==> config.mk <==
export PLATFORM = sky130hd
export DESIGN_NAME = seq_mul_hi
export DESIGN_NICKNAME = d
export VERILOG_FILES = /design/src/rtl/seq_mul_hi.sv
export SDC_FILE = /design/constraint.sdc
export NUM_CORES = 1
export LEC_CHECK = 0
export ABC_CLOCK_PERIOD_IN_PS = 12170
export CAP_MARGIN = 20
export CORE_MARGIN = 3
export CORE_UTILIZATION = 67
export CTS_BUF_LIST = sky130_fd_sc_hd__clkbuf_2
export CTS_CLUSTER_DIAMETER = 40
export DETAILED_ROUTE_END_ITERATION = 8
export DONT_BUFFER_PORTS = 1
export PLACE_DENSITY_LB_ADDON = 0.08
export SKIP_CTS_REPAIR_TIMING = 1
export SYNTH_ARGS = -nofsm -noshare
export SYNTH_HDL_FRONTEND = slang
export SYNTH_SLANG_ARGS = --single-unit
==> constraint.sdc <==
create_clock -name clk -period 12.17 [get_ports clk]
set_input_delay 2.434 -clock clk [delete_from_list [all_inputs] [get_ports clk]]
set_output_delay 2.434 -clock clk [all_outputs]
set_load 0.005 [all_outputs]
==> src/rtl/seq_mul_hi.sv <==
module seq_mul_hi #(
  parameter int W    = 32,
  parameter int IMMW = 16,
  parameter int OPW  = 6
) (
  input  logic            clk,
  input  logic            rst_n,
  input  logic            start,
  input  logic [OPW-1:0]  op_prim,
  input  logic [OPW-1:0]  op_ext,
  input  logic [W-1:0]    src_a,
  input  logic [W-1:0]    src_b,
  input  logic [IMMW-1:0] imm,
  output logic            busy,
  output logic            done,
  output logic [W-1:0]    result
);
  localparam int CW = $clog2(W) + 1;
  localparam logic [OPW-1:0] OP_IMM = OPW'(6'h24);
  localparam logic [OPW-1:0] OP_REG = OPW'(6'h3a);
  localparam logic [OPW-1:0] X_LO   = OPW'(6'h27);
  localparam logic [OPW-1:0] X_UU   = OPW'(6'h07);
  localparam logic [OPW-1:0] X_SU   = OPW'(6'h17);
  localparam logic [OPW-1:0] X_SS   = OPW'(6'h1f);
  localparam logic [2:0] M_LO = 3'd0, M_UU = 3'd1, M_SU = 3'd2, M_SS = 3'd3, M_BAD = 3'd4;

  typedef enum logic [1:0] {S_IDLE, S_LOAD, S_RUN, S_FIX} st_t;

  st_t          st;
  logic [2:0]   mode_d, mode_q;
  logic [W-1:0] a_q, b_q, b_in;
  logic [W-1:0] mlo, mhi, lo, hi;
  logic [CW-1:0] cnt;
  logic [W:0]   hsum;
  logic [W-1:0] lo_next, fix_su, fix_ss;
  logic [W-1:0] res_d;

  always_comb begin
    mode_d = M_BAD;
    if (op_prim == OP_IMM) mode_d = M_LO;
    else if (op_prim == OP_REG) begin
      case (op_ext)
        X_LO:    mode_d = M_LO;
        X_UU:    mode_d = M_UU;
        X_SU:    mode_d = M_SU;
        X_SS:    mode_d = M_SS;
        default: mode_d = M_BAD;
      endcase
    end
  end

  assign b_in    = (op_prim == OP_IMM) ? {{(W-IMMW){imm[IMMW-1]}}, imm} : src_b;
  assign hsum    = {1'b0, hi} + (mhi[0] ? {1'b0, a_q} : '0);
  assign lo_next = {lo[W-2:0], 1'b0} + (mlo[W-1] ? a_q : '0);
  assign fix_su  = hi - (a_q[W-1] ? b_q : '0);
  assign fix_ss  = fix_su - (b_q[W-1] ? a_q : '0);
  assign busy    = (st != S_IDLE);

  always_comb begin
    case (mode_q)
      M_LO:    res_d = lo;
      M_UU:    res_d = hi;
      M_SU:    res_d = fix_su;
      M_SS:    res_d = fix_ss;
      default: res_d = '0;
    endcase
  end

  always_ff @(posedge clk) begin
    if (!rst_n) begin
      st     <= S_IDLE;
      mode_q <= M_BAD;
      a_q    <= '0;
      b_q    <= '0;
      mlo    <= '0;
      mhi    <= '0;
      lo     <= '0;
      hi     <= '0;
      cnt    <= '0;
      result <= '0;
      done   <= 1'b0;
    end else begin
      done <= 1'b0;
      case (st)
        S_IDLE: if (start) begin
          a_q    <= src_a;
          b_q    <= b_in;
          mode_q <= mode_d;
          st     <= S_LOAD;
        end
        S_LOAD: begin
          lo  <= '0;
          hi  <= '0;
          mlo <= b_q;
          mhi <= b_q;
          cnt <= '0;
          st  <= S_RUN;
        end
        S_RUN: begin
          lo  <= lo_next;
          hi  <= hsum[W:1];
          mlo <= {mlo[W-2:0], 1'b0};
          mhi <= {1'b0, mhi[W-1:1]};
          cnt <= cnt + 1'b1;
          if (cnt == CW'(W-1)) st <= S_FIX;
        end
        S_FIX: begin
          result <= res_d;
          done   <= 1'b1;
          st     <= S_IDLE;
        end
        default: st <= S_IDLE;
      endcase
    end
  end


  done_pulse_chk: assert property (@(posedge clk) disable iff (!rst_n)
    done |=> !done);


  result_hold_chk: assert property (@(posedge clk) disable iff (!rst_n)
    !busy |=> $stable(result));


  busy_end_chk: assert property (@(posedge clk) disable iff (!rst_n)
    $fell(busy) |-> done);


  operand_lock_chk: assert property (@(posedge clk) disable iff (!rst_n)
    busy |=> ($stable(a_q) && $stable(b_q) && $stable(mode_q)));


  bad_op_zero_chk: assert property (@(posedge clk) disable iff (!rst_n)
    (done && mode_q == M_BAD) |-> result == '0);


  loop_bound_chk: assert property (@(posedge clk) disable iff (!rst_n)
    (st == S_RUN) |-> cnt < CW'(W));
endmodule

==> metrics.md <==
| Metric | Value |
|---|---|
| Worst-Skew Late Latency | 0.94 ns |
| Post-synthesis async set-or-reset flop share | 0% |
| Post-Synth Simple-Gate Area | between 10% and 20% |
| Drt wl/cell | 19.8 um |
| Die ar. | 26,400 um^2 |
| Detailed Routing Iterations Pass 1 | 6 |
| Worst-margin pin slew | 1.04 ns |
| Hold depth | 2 |
| Critical Path Start Type | register |
| Final hold violation count | 0 |
| Syn Nets | 2,336 |
| Compound-Gate Fraction of Synth Area | a little under 30% |
| Fraction of layout cells with a size suffix above 1 | around 7.0% |
| Kind of critical path | reg -> reg |
| R2r startpoint | hi[0] |
| Synth area leaders | dfxtp_1, ha_1, a21oi_1 |
| Synthesized area per cell | 7.77 um^2 |
| I/O Buffers | 0 |
| Syn Inst Count | between 2,000 and 2,500 |
| Final Setup Violations | 0 |
| Hpwl dp | 34,100 um |
| Num CTS Buffers | 61 |
| Pins Over Slew Limit | 0 |
| DRC | 0 |
| Mux contribution to synthesized area | under 10% |
| First-pass GRT wire length | about 76,000 um |
| Post-layout minimum cycle time | 5.27 ns |
| Clock root cell | clkbuf_2 |
| Normalized max-slew margin | 30.7% |
| Core Footprint | 23,800 um^2 |
| Ports | 129 |
| Adder-Cell Fraction of Synth Area | 10.3% |
| Register area share after synthesis | 28.8% |
| Share of the synthesized area in the top cell type | 28.8% |
| Synth cell count leaders | a21oi_1, nand2_1, dfxtp_1 |
| Finished Layout Cells | 2,430 |
| R2r worst-path depth | 23 |
| WP data arrival | 6.02 ns |
| Largest net degree at the start of global routing | 194 |
| Antenna Nets Post-Route | 0 |
| Nets | about 2,300 |
| Yosys warnings | 0 |
| Critical path peak fanout | 6 |
| Overall routing resource usage | 35.3% |
| Post-Syn Area | 16,400 um^2 |
| End of the worst register-to-register path | result[31] |
| Reg2reg setup slack | 6.90 ns |
| Vias per inst | between 6 and 7 |
| Hold EP | lo[31] |
| RSZ-0062 raised after global routing | false |
| Post-synth EDFFs | 0 |
| MaxCap Viol Count | 0 |
| Wirelength, routed | 48,200 um |
| CP Data Required Time | 12.92 ns |
| Largest family of logic cells by synthesized area | compound AO/OA/AOI/OAI gates |
| Synth Area in XOR/XNOR | 6.34% |
| Post-synthesis register bit count | 236 |
| Pwr/cell area | 217 nW/um^2 |
| Starting Density | between 60 and 70% |
| CTS clk-pin slew, worst paths | 0.11 ns |
| Initial drt markers | approximately 1,400 |
| Final Skew | 0.0998 ns |
| CTS H-tree depth | 2 |
| Site Rows | 56 |
| Main synth FF type | dfxtp_1 |
| Maximum vdd drop | 0.286 mV |
| Vias in the first global route | between 10,000 and 15,000 |
| Setup_tns | 0 ns |
| Grt ovf | 0 |
| P_leak | between 7 and 8 nW |
| Worst Hold Class | reg -> reg |
| Status | completed |
| Post-synth cell types | 69 |
| Chip Width | 162 um |
| Crit end category | register |
| CTS Buffer Depth | 3 |
| DP Cell Count | 2,313 |
| Synth area leader | dfxtp_1 |
| Final Cycle Share | 43.3% |
| Die Ht | 162 um |
| Area Overhead vs Synth | 4.38% |
| CTS tree | yes |
| Antenna violations before repair | 1 |
| Hold Crit Start | lo[31] |
| GP Congestion | 0.948 |
| Most common cell in the netlist | a21oi_1 |
| Vias | 15,500 |
| Fmax | around 190 MHz |
| Clock sinks | 236 |
==> how the worst max path moves through the flow <==
stage / from / to / slack (ns) / cells after the start
floorplan: a_q[31] / result[31] / 7.53 / 25
global placement: b_q[0] / result[20] / 7.12 / 23
detailed placement: b_q[0] / result[31] / 7.03 / 23
CTS: b_q[0] / result[20] / 6.95 / 23
global route: b_q[0] / result[20] / 6.43 / 23
finish: hi[0] / result[31] / 6.90 / 23
==> cells in the final DEF (no fill, tap or decap), types with 45 or more instances in the layout <==
master	instances
dfxtp_1	236
nand2_1	273
ha_1	127
nor2_1	71
a21oi_1	286
xor2_1	46
and2_1	95
inv_1	45
xnor2_1	70
a21o_1	48
clkbuf_2	90
o21ai_0	188
nor2b_1	61
==> where the power goes <==
part	switching, mW	internal, mW	leakage, nW
clock network	0.349	0.224	0.445
registers	0.110	0.907	1.93
logic	1.33	0.804	5.04
==> cell type report <==
type	count	area, um^2
inverter	46	173
tap	319	399
timing repair buffer	19	183
clock buffer	90	450
fill	1964	6650
multi-input combinational	1696	11000
antenna	2	5.00
clock inverter	22	128
sequential	236	4720
==> cells by family (layout without fill, tap and decap cells) <==
kind of cell,after synthesis,count (layout)
AO/OA/AOI/OAI,785,785
AND/OR/NAND/NOR,633,633
flip-flops,236,236
buffers and inverters,176,177
adder cells (fa/ha/maj),133,133
XOR/XNOR,117,117
multiplexers,28,28
other,0,2
==> flip-flops by register name, summed over array words and instances (netlist names) <==
name,cells
cnt,6
b_q,32
done,1
a_q,32
mhi,32
st,2
lo,32
mode_q,3
hi,32
result,32
mlo,32
==> critical path, cell delays in order (launching register included) <==
cell	delay, ns
dfxtp_1	0.39
inv_1	0.08
ha_1	0.23
fa_1	0.42
nand2b_1	0.19
a21oi_1	0.26
nor2_1	0.09
o21ai_0	0.31
a21oi_1	0.16
o31ai_1	0.22
o21ai_0	0.17
and2_1	0.19
xnor2_1	0.14
ha_1	0.39
and4_1	0.25
nand2_1	0.10
a2bb2oi_1	0.23
o2111ai_1	0.26
nand3_1	0.20
o21ai_1	0.15
a221o_1	0.32
a21oi_1	0.18
xnor2_1	0.13
o22ai_1	0.09
==> stage by stage <==
stage / total power [mW] / setup slack, ns / hold slack, ns / utilization (%) / cell area [um^2]
6_report: 3.72 / 6.90 / 0.468 / 72.0 / 17100
5_1_grt: 4.00 / 6.43 / 0.491 / 72.0 / 17100
4_1_cts: 3.68 / 6.95 / 0.465 / 71.7 / 17000
3_5_place_dp: 3.10 / 7.03 / 0.449 / 69.3 / 16500
3_3_place_gp: 3.09 / 7.12 / 0.435 / 69.3 / 16500
2_1_floorplan: 2.62 / 7.53 / 0.425 / - / 16400
==> layer usage <==
layer	global-route usage (%)	wire, um	vias to the layer above
met4	18.2	2520	0
met1	42.8	19600	7163
li1	-	-	7539
met2	59.8	22800	618
met3	6.74	3310	178
met5	0	0	-
No activity file was read; power rests on OpenSTA's default activity.
